<file path="src/rtl/adc_cap_pkg.sv">
package adc_cap_pkg;

  // Default word width of the converter interface
  localparam int unsigned SAMPLE_W_DEF  = 8;
  // Default number of data-clock edges the lock source waits after reset release
  localparam int unsigned LOCK_WAIT_DEF = 4096;
  // Default depth of each synchronizer chain
  localparam int unsigned SYNC_DEF      = 2;

endpackage

</file>
<file path="src/rtl/cap_sync_chain.sv">
module cap_sync_chain #(
  parameter int unsigned STAGES = 2
) (
  input  logic clk,
  input  logic clr,
  input  logic d,
  output logic q
);

  logic [STAGES-1:0] sr;

  always_ff @(posedge clk or posedge clr) begin
    if (clr) begin
      sr <= '0;
    end else begin
      for (int i = STAGES - 1; i > 0; i--) begin
        sr[i] <= sr[i-1];
      end
      sr[0] <= d;
    end
  end

  assign q = sr[STAGES-1];


  sync_delay_chk: assert property (@(posedge clk) disable iff (clr)
    q |-> $past(d, STAGES));

endmodule

</file>
<file path="src/rtl/cap_lock_model.sv">
module cap_lock_model #(
  parameter int unsigned LOCK_WAIT = 4096
) (
  input  logic clk,
  input  logic clr,
  output logic lock
);

  localparam int unsigned CW = $clog2(LOCK_WAIT + 1);

  logic [CW-1:0] cnt;
  logic          lock_r;

  always_ff @(posedge clk or posedge clr) begin
    if (clr) begin
      cnt    <= '0;
      lock_r <= 1'b0;
    end else if (!lock_r) begin
      if (cnt == CW'(LOCK_WAIT - 1)) begin
        lock_r <= 1'b1;
      end else begin
        cnt <= cnt + 1'b1;
      end
    end
  end

  assign lock = lock_r;


  lock_sticky_chk: assert property (@(posedge clk) disable iff (clr)
    lock_r |=> lock_r);

endmodule

</file>
<file path="src/rtl/cap_sample_reg.sv">
module cap_sample_reg #(
  parameter int unsigned SAMPLE_W = 8
) (
  input  logic                clk,
  input  logic                clr,
  input  logic                run_n,
  input  logic [SAMPLE_W-1:0] d,
  input  logic                ovr,
  output logic [SAMPLE_W-1:0] data_q,
  output logic                ovr_q,
  output logic                valid_q
);

  always_ff @(posedge clk or posedge clr) begin
    if (clr) begin
      data_q  <= '0;
      ovr_q   <= 1'b0;
      valid_q <= 1'b0;
    end else if (!run_n) begin
      data_q  <= '0;
      ovr_q   <= 1'b0;
      valid_q <= 1'b0;
    end else begin
      data_q  <= d;
      ovr_q   <= ovr;
      valid_q <= 1'b1;
    end
  end


  valid_after_run_chk: assert property (@(posedge clk) disable iff (clr)
    valid_q |-> $past(run_n));


  zero_when_idle_chk: assert property (@(posedge clk) disable iff (clr)
    !valid_q |-> (data_q == '0 && !ovr_q));

endmodule

</file>
<file path="src/rtl/adc_lock_capture.sv">
module adc_lock_capture
  import adc_cap_pkg::*;
#(
  parameter int unsigned SAMPLE_W       = SAMPLE_W_DEF,
  parameter int unsigned LOCK_WAIT      = LOCK_WAIT_DEF,
  parameter int unsigned SYNC_STAGES    = SYNC_DEF,
  parameter bit          USE_LOCK_MODEL = 1'b1
) (
  input  logic                clk,
  input  logic                rst,
  input  logic [SAMPLE_W-1:0] adc_d,
  input  logic                adc_ovr,
  input  logic                lock_in,
  output logic [SAMPLE_W-1:0] smp_data,
  output logic                smp_ovr,
  output logic                smp_valid,
  output logic                lock_out
);

  logic lock_raw;
  logic lock_ok;
  logic run_n;

  // Lock source variant picked by parameter
  if (USE_LOCK_MODEL) begin : g_model
    logic model_lock;
    cap_lock_model #(.LOCK_WAIT(LOCK_WAIT)) i_lock_model (
      .clk  (clk),
      .clr  (rst),
      .lock (model_lock)
    );
    assign lock_raw = model_lock & lock_in;
  end else begin : g_external
    assign lock_raw = lock_in;
  end

  // Raw level goes out untouched; other domains must resynchronize it
  assign lock_out = lock_raw;

  // Lock resynchronizer in the data-clock domain
  cap_sync_chain #(.STAGES(SYNC_STAGES)) i_lock_sync (
    .clk (clk),
    .clr (rst),
    .d   (lock_ok_in_unused_guard(lock_raw)),
    .q   (lock_ok)
  );

  // Local reset release chain, fed by the synchronized lock
  cap_sync_chain #(.STAGES(SYNC_STAGES)) i_run_sync (
    .clk (clk),
    .clr (rst),
    .d   (lock_ok),
    .q   (run_n)
  );

  cap_sample_reg #(.SAMPLE_W(SAMPLE_W)) i_sample_reg (
    .clk     (clk),
    .clr     (rst),
    .run_n   (run_n),
    .d       (adc_d),
    .ovr     (adc_ovr),
    .data_q  (smp_data),
    .ovr_q   (smp_ovr),
    .valid_q (smp_valid)
  );

  function automatic logic lock_ok_in_unused_guard(input logic v);
    return v;
  endfunction


  rst_clears_chk: assert property (@(posedge clk)
    rst |-> (!smp_valid && !lock_ok && !run_n && smp_data == '0));


  valid_needs_lock_chk: assert property (@(posedge clk) disable iff (rst)
    smp_valid |-> $past(lock_ok, SYNC_STAGES + 1));


  lock_loss_chk: assert property (@(posedge clk) disable iff (rst)
    $fell(lock_ok) |-> ##SYNC_STAGES !run_n);

endmodule

</file>
<file path="config.mk">
export PLATFORM = sky130hd
export DESIGN_NAME = adc_lock_capture
export DESIGN_NICKNAME = d
export VERILOG_FILES = /design/src/rtl/adc_cap_pkg.sv /design/src/rtl/cap_sync_chain.sv /design/src/rtl/cap_lock_model.sv /design/src/rtl/cap_sample_reg.sv /design/src/rtl/adc_lock_capture.sv
export SDC_FILE = /design/constraint.sdc
export NUM_CORES = 1
export LEC_CHECK = 0
export BUFFER_PORTS_ARGS = -buffer_cell sky130_fd_sc_hd__buf_2
export CAP_MARGIN = 20
export CORE_MARGIN = 2
export CORE_UTILIZATION = 51
export DETAILED_ROUTE_END_ITERATION = 16
export HOLD_SLACK_MARGIN = 0.02
export PLACE_DENSITY = 0.71
export SLEW_MARGIN = 20
export SYNTH_ARGS = -nofsm -noshare
export SYNTH_HDL_FRONTEND = slang
export SYNTH_SLANG_ARGS = --single-unit
</file>
<file path="constraint.sdc">
create_clock -name clk -period 1.67 [get_ports clk]
set_clock_uncertainty 0.1 [all_clocks]
set_input_delay 0.334 -clock clk [delete_from_list [all_inputs] [get_ports clk]]
set_output_delay 0.334 -clock clk [all_outputs]
set_load 0.02 [all_outputs]
</file>
==> results.py <==
metrics = {
    "status": {
        "status": "complete, no violations",
    },
    "clock_network": {
        "root_buffer": "clkbuf_4",
        "clk_pin_slew_ps": 140,
        "tritoncts": "built",
        "clock-sinks": 28,
        "cts_made_buffers": 3,
        "clk_latency_ps": 330,
        "h-tree-depth": 1,
        "clockBufferDepth": 2,
    },
    "synthesis": {
        "ys_top_cells_by_area": "dfrtp_1 (64%), and2_1 (6.3%), xor2_1 (2.4%)",
        "post-synth-top-area-cell": "dfrtp_1",
        "synth_top_cell_area_share_pct": 64.4,
        "synth_edf_count": 0,
        "syn_area_um2": 1090,
        "ys_warn_count": 0,
        "synthCells": 86,
        "ys_types": 28,
        "ys_seq_area_share_pct": 64.4,
        "ys_ff_latch": 28,
        "async_reset_ff_share_pct": 100,
        "avgSynthCellArea_um2": 12.7,
        "synthFlopType": "dfrtp_1",
        "syn-num-nets": 99,
    },
    "grt": {
        "grt_usage_pct": 16.6,
        "overflow": 0,
        "antenna_found_initial": 0,
        "grt_pass1_vias": 711,
        "grt_pass1_wl_mm": 3.06,
        "grt_max_degree": 29,
    },
    "setup_path": {
        "critPathSlowestCell": "dfrtp_1",
        "crit_path_end_kind": "flip-flop",
        "arrival_ps": 1750,
        "critPathMaxStageDelay_ps": 400,
        "crit_type": "flip-flop to flip-flop",
        "path_cells": "ha_2, nand3_2, nor3_4, a21oi_2, mux2_4",
        "crit_buf_inv": 0,
        "critical_path.max_fanout": 4,
        "startpoint_type": "flip-flop",
        "crit_family": "flip-flops",
        "rrSetupSlack_ps": 60,
        "crit_required_ps": 1810,
    },
    "sta": {
        "worstMarginPinSlew_ps": 324,
        "holdWs_ps": 106,
        "period_share_pct": 96.5,
        "hold_viol": 0,
        "period_minus_slack_ps": 1610,
        "fmax_mhz": 620,
        "worst_slew_margin_rel_pct": 78.2,
        "setup_viol": 0,
        "maxSlewViolCount": 0,
    },
    "final_layout": {
        "area_growth_pct": 21.7,
        "final_cell_count_no_fill": 143,
        "finalNetCount": 130,
        "final_util_pct": 66.9,
        "final_area_um2": 1330,
        "drive_gt1_share_pct": 31.9,
        "fill_cells": 153,
        "n_antenna_cell": 0,
    },
    "power": {
        "peakVddDrop_mv": 0.576,
        "powerDensity_nw_per_um2": 861,
        "power_leakage_nw": 0.691,
    },
    "floorplan": {
        "rows": 16,
        "initial_core_util_pct": 54.9,
        "die_y_um": 50.2,
        "die_w_um": 50.2,
        "core-area_um2": 1980,
        "die_area_um2": 2520,
        "ios": 23,
    },
    "placement": {
        "dp_hpwl_mm": 1.28,
        "gp_congestion": 0.771,
        "placed_cells": 137,
        "io_buffers": 22,
        "placed_area_um2": 1250,
    },
    "route": {
        "via_per_inst": 4.98,
        "drt_wl_total_mm": 1.72,
        "vias": 712,
        "avgRoutedWirePerCell_um": 12.1,
        "drt_iter0_markers": 6,
        "first_pass_iters": 4,
        "ant_nets": 0,
        "drcViolationCount": 0,
    },
    "job": {
        "maxCapViolations": 0,
    },
    "hold_path": {
        "min-delay-path-class": "input port to flip-flop",
    },
}
==> cells by family after synthesis <==
kind of cell               after synthesis  share of synthesized area (%)
and+or+nand+nor                         36                           20.3
DFF                                     28                           64.4
AOI/OAI and AO/OA                       10                           5.75
xor gates and xnor gates                 5                           4.02
buffers and inverters                    3                           1.03
muxes                                    3                           3.33
adders and majority gates                1                           1.15
==> cells in the final DEF (no fill, tap or decap) <==
cell type       n
dfrtp_1        28
buf_2          22
and2_1         11
nor2_1          5
nand3_1         4
a21oi_1         4
xor2_1          3
nor3_1          3
inv_1           3
clkbuf_4        3
buf_4           3
nand3_2         2
nand2_1         2
nand4_1         2
a31oi_1         2
xnor2_1         2
and3_1          1
nand3b_2        1
nor3_4          1
a21oi_2         1
mux2_4          1
nand2b_1        1
mux2i_1         1
and4b_1         1
nand3b_1        1
o21a_1          1
or2_2           1
o21ai_0         1
mux2_1          1
a41oi_1         1
ha_2            1
bufinv_16       1
dlygate4sd3_1   1
==> through the flow <==
step	setup TNS [ps]	setup slack, ps	power (W)
after floorplan	0	155	0.000701
after global routing	-0.819	-0.819	0.00119
after global placement	0	116	0.000716
after detailed placement	0	52.8	0.000718
final	0	57.8	0.00114
after CTS	0	28.3	0.00116
==> layout make-up <==
type	instances	area, um2	area share (%)
clock buffers	3	22.5	1.70
clock inverters	1	30.0	2.27
inverters	3	11.3	0.850
multi-input cells	55	384	29.0
flip-flops and latches	28	701	52.9
well taps	27	33.8	2.55
repair buffers	26	143	10.8
==> final timing paths <==
| check | startpoint | to | cells after the start |
|---|---|---|---|
| min in group asynchronous | rst | i_lock_sync.sr[1]$_DFF_PP0_ | 4 |
| max in group asynchronous | rst | i_sample_reg.data_q[3]$_DFF_PP0_ | 4 |
| min | adc_ovr | i_sample_reg.ovr_q$_DFF_PP0_ | 2 |
| max reg2reg | g_model.i_lock_model.cnt[0]$_DFFE_PP0P_ | g_model.i_lock_model.cnt[1]$_DFFE_PP0P_ | 5 |
| max | g_model.i_lock_model.cnt[0]$_DFFE_PP0P_ | g_model.i_lock_model.cnt[1]$_DFFE_PP0P_ | 5 |
| min reg2reg | i_run_sync.sr[0]$_DFF_PP0_ | i_run_sync.sr[1]$_DFF_PP0_ | 0 |
==> flip-flops by register name (all words and copies together), names as in the netlist <==
name,cells
g_model.i_lock_model.cnt,13
i_run_sync.sr,2
g_model.i_lock_model.lock,1
i_sample_reg.valid_q,1
i_lock_sync.sr,2
i_sample_reg.data_q,8
i_sample_reg.ovr_q,1
==> power breakdown <==
part	total (W)	leakage, nW	internal, W	switching (W)
Sequential	0.000678	0.377	0.000678	0
Combinational	0.0000273	0.286	0.0000120	0.0000153
Clock	0.000436	0.0279	0.000243	0.000193
==> synth_stat cells, types with 2 or more instances <==
library cell / number
nand4_1: 2
a31oi_1: 2
nand3_1: 5
xnor2_1: 2
inv_1: 3
nor2_1: 5
nand2_1: 2
a21oi_1: 4
and2_1: 11
nor3_1: 3
dfrtp_1: 28
xor2_1: 3
==> what timing repair did <==
action,4_1_cts,5_1_grt
endpoints found under the hold margin,28,0
resized for setup,0,2
hold buffers,1,0
buffers inserted,0,1
setup endpoints to repair,0,1
==> routing by layer <==
layer	vias up	global-route usage, %	wire [um]
met5	-	0	0
li1	357	-	-
met1	337	21.0	782
met4	0	9.72	49
met2	13	27.0	835
met3	5	2.68	57
(Power assumes the default switching activity.)
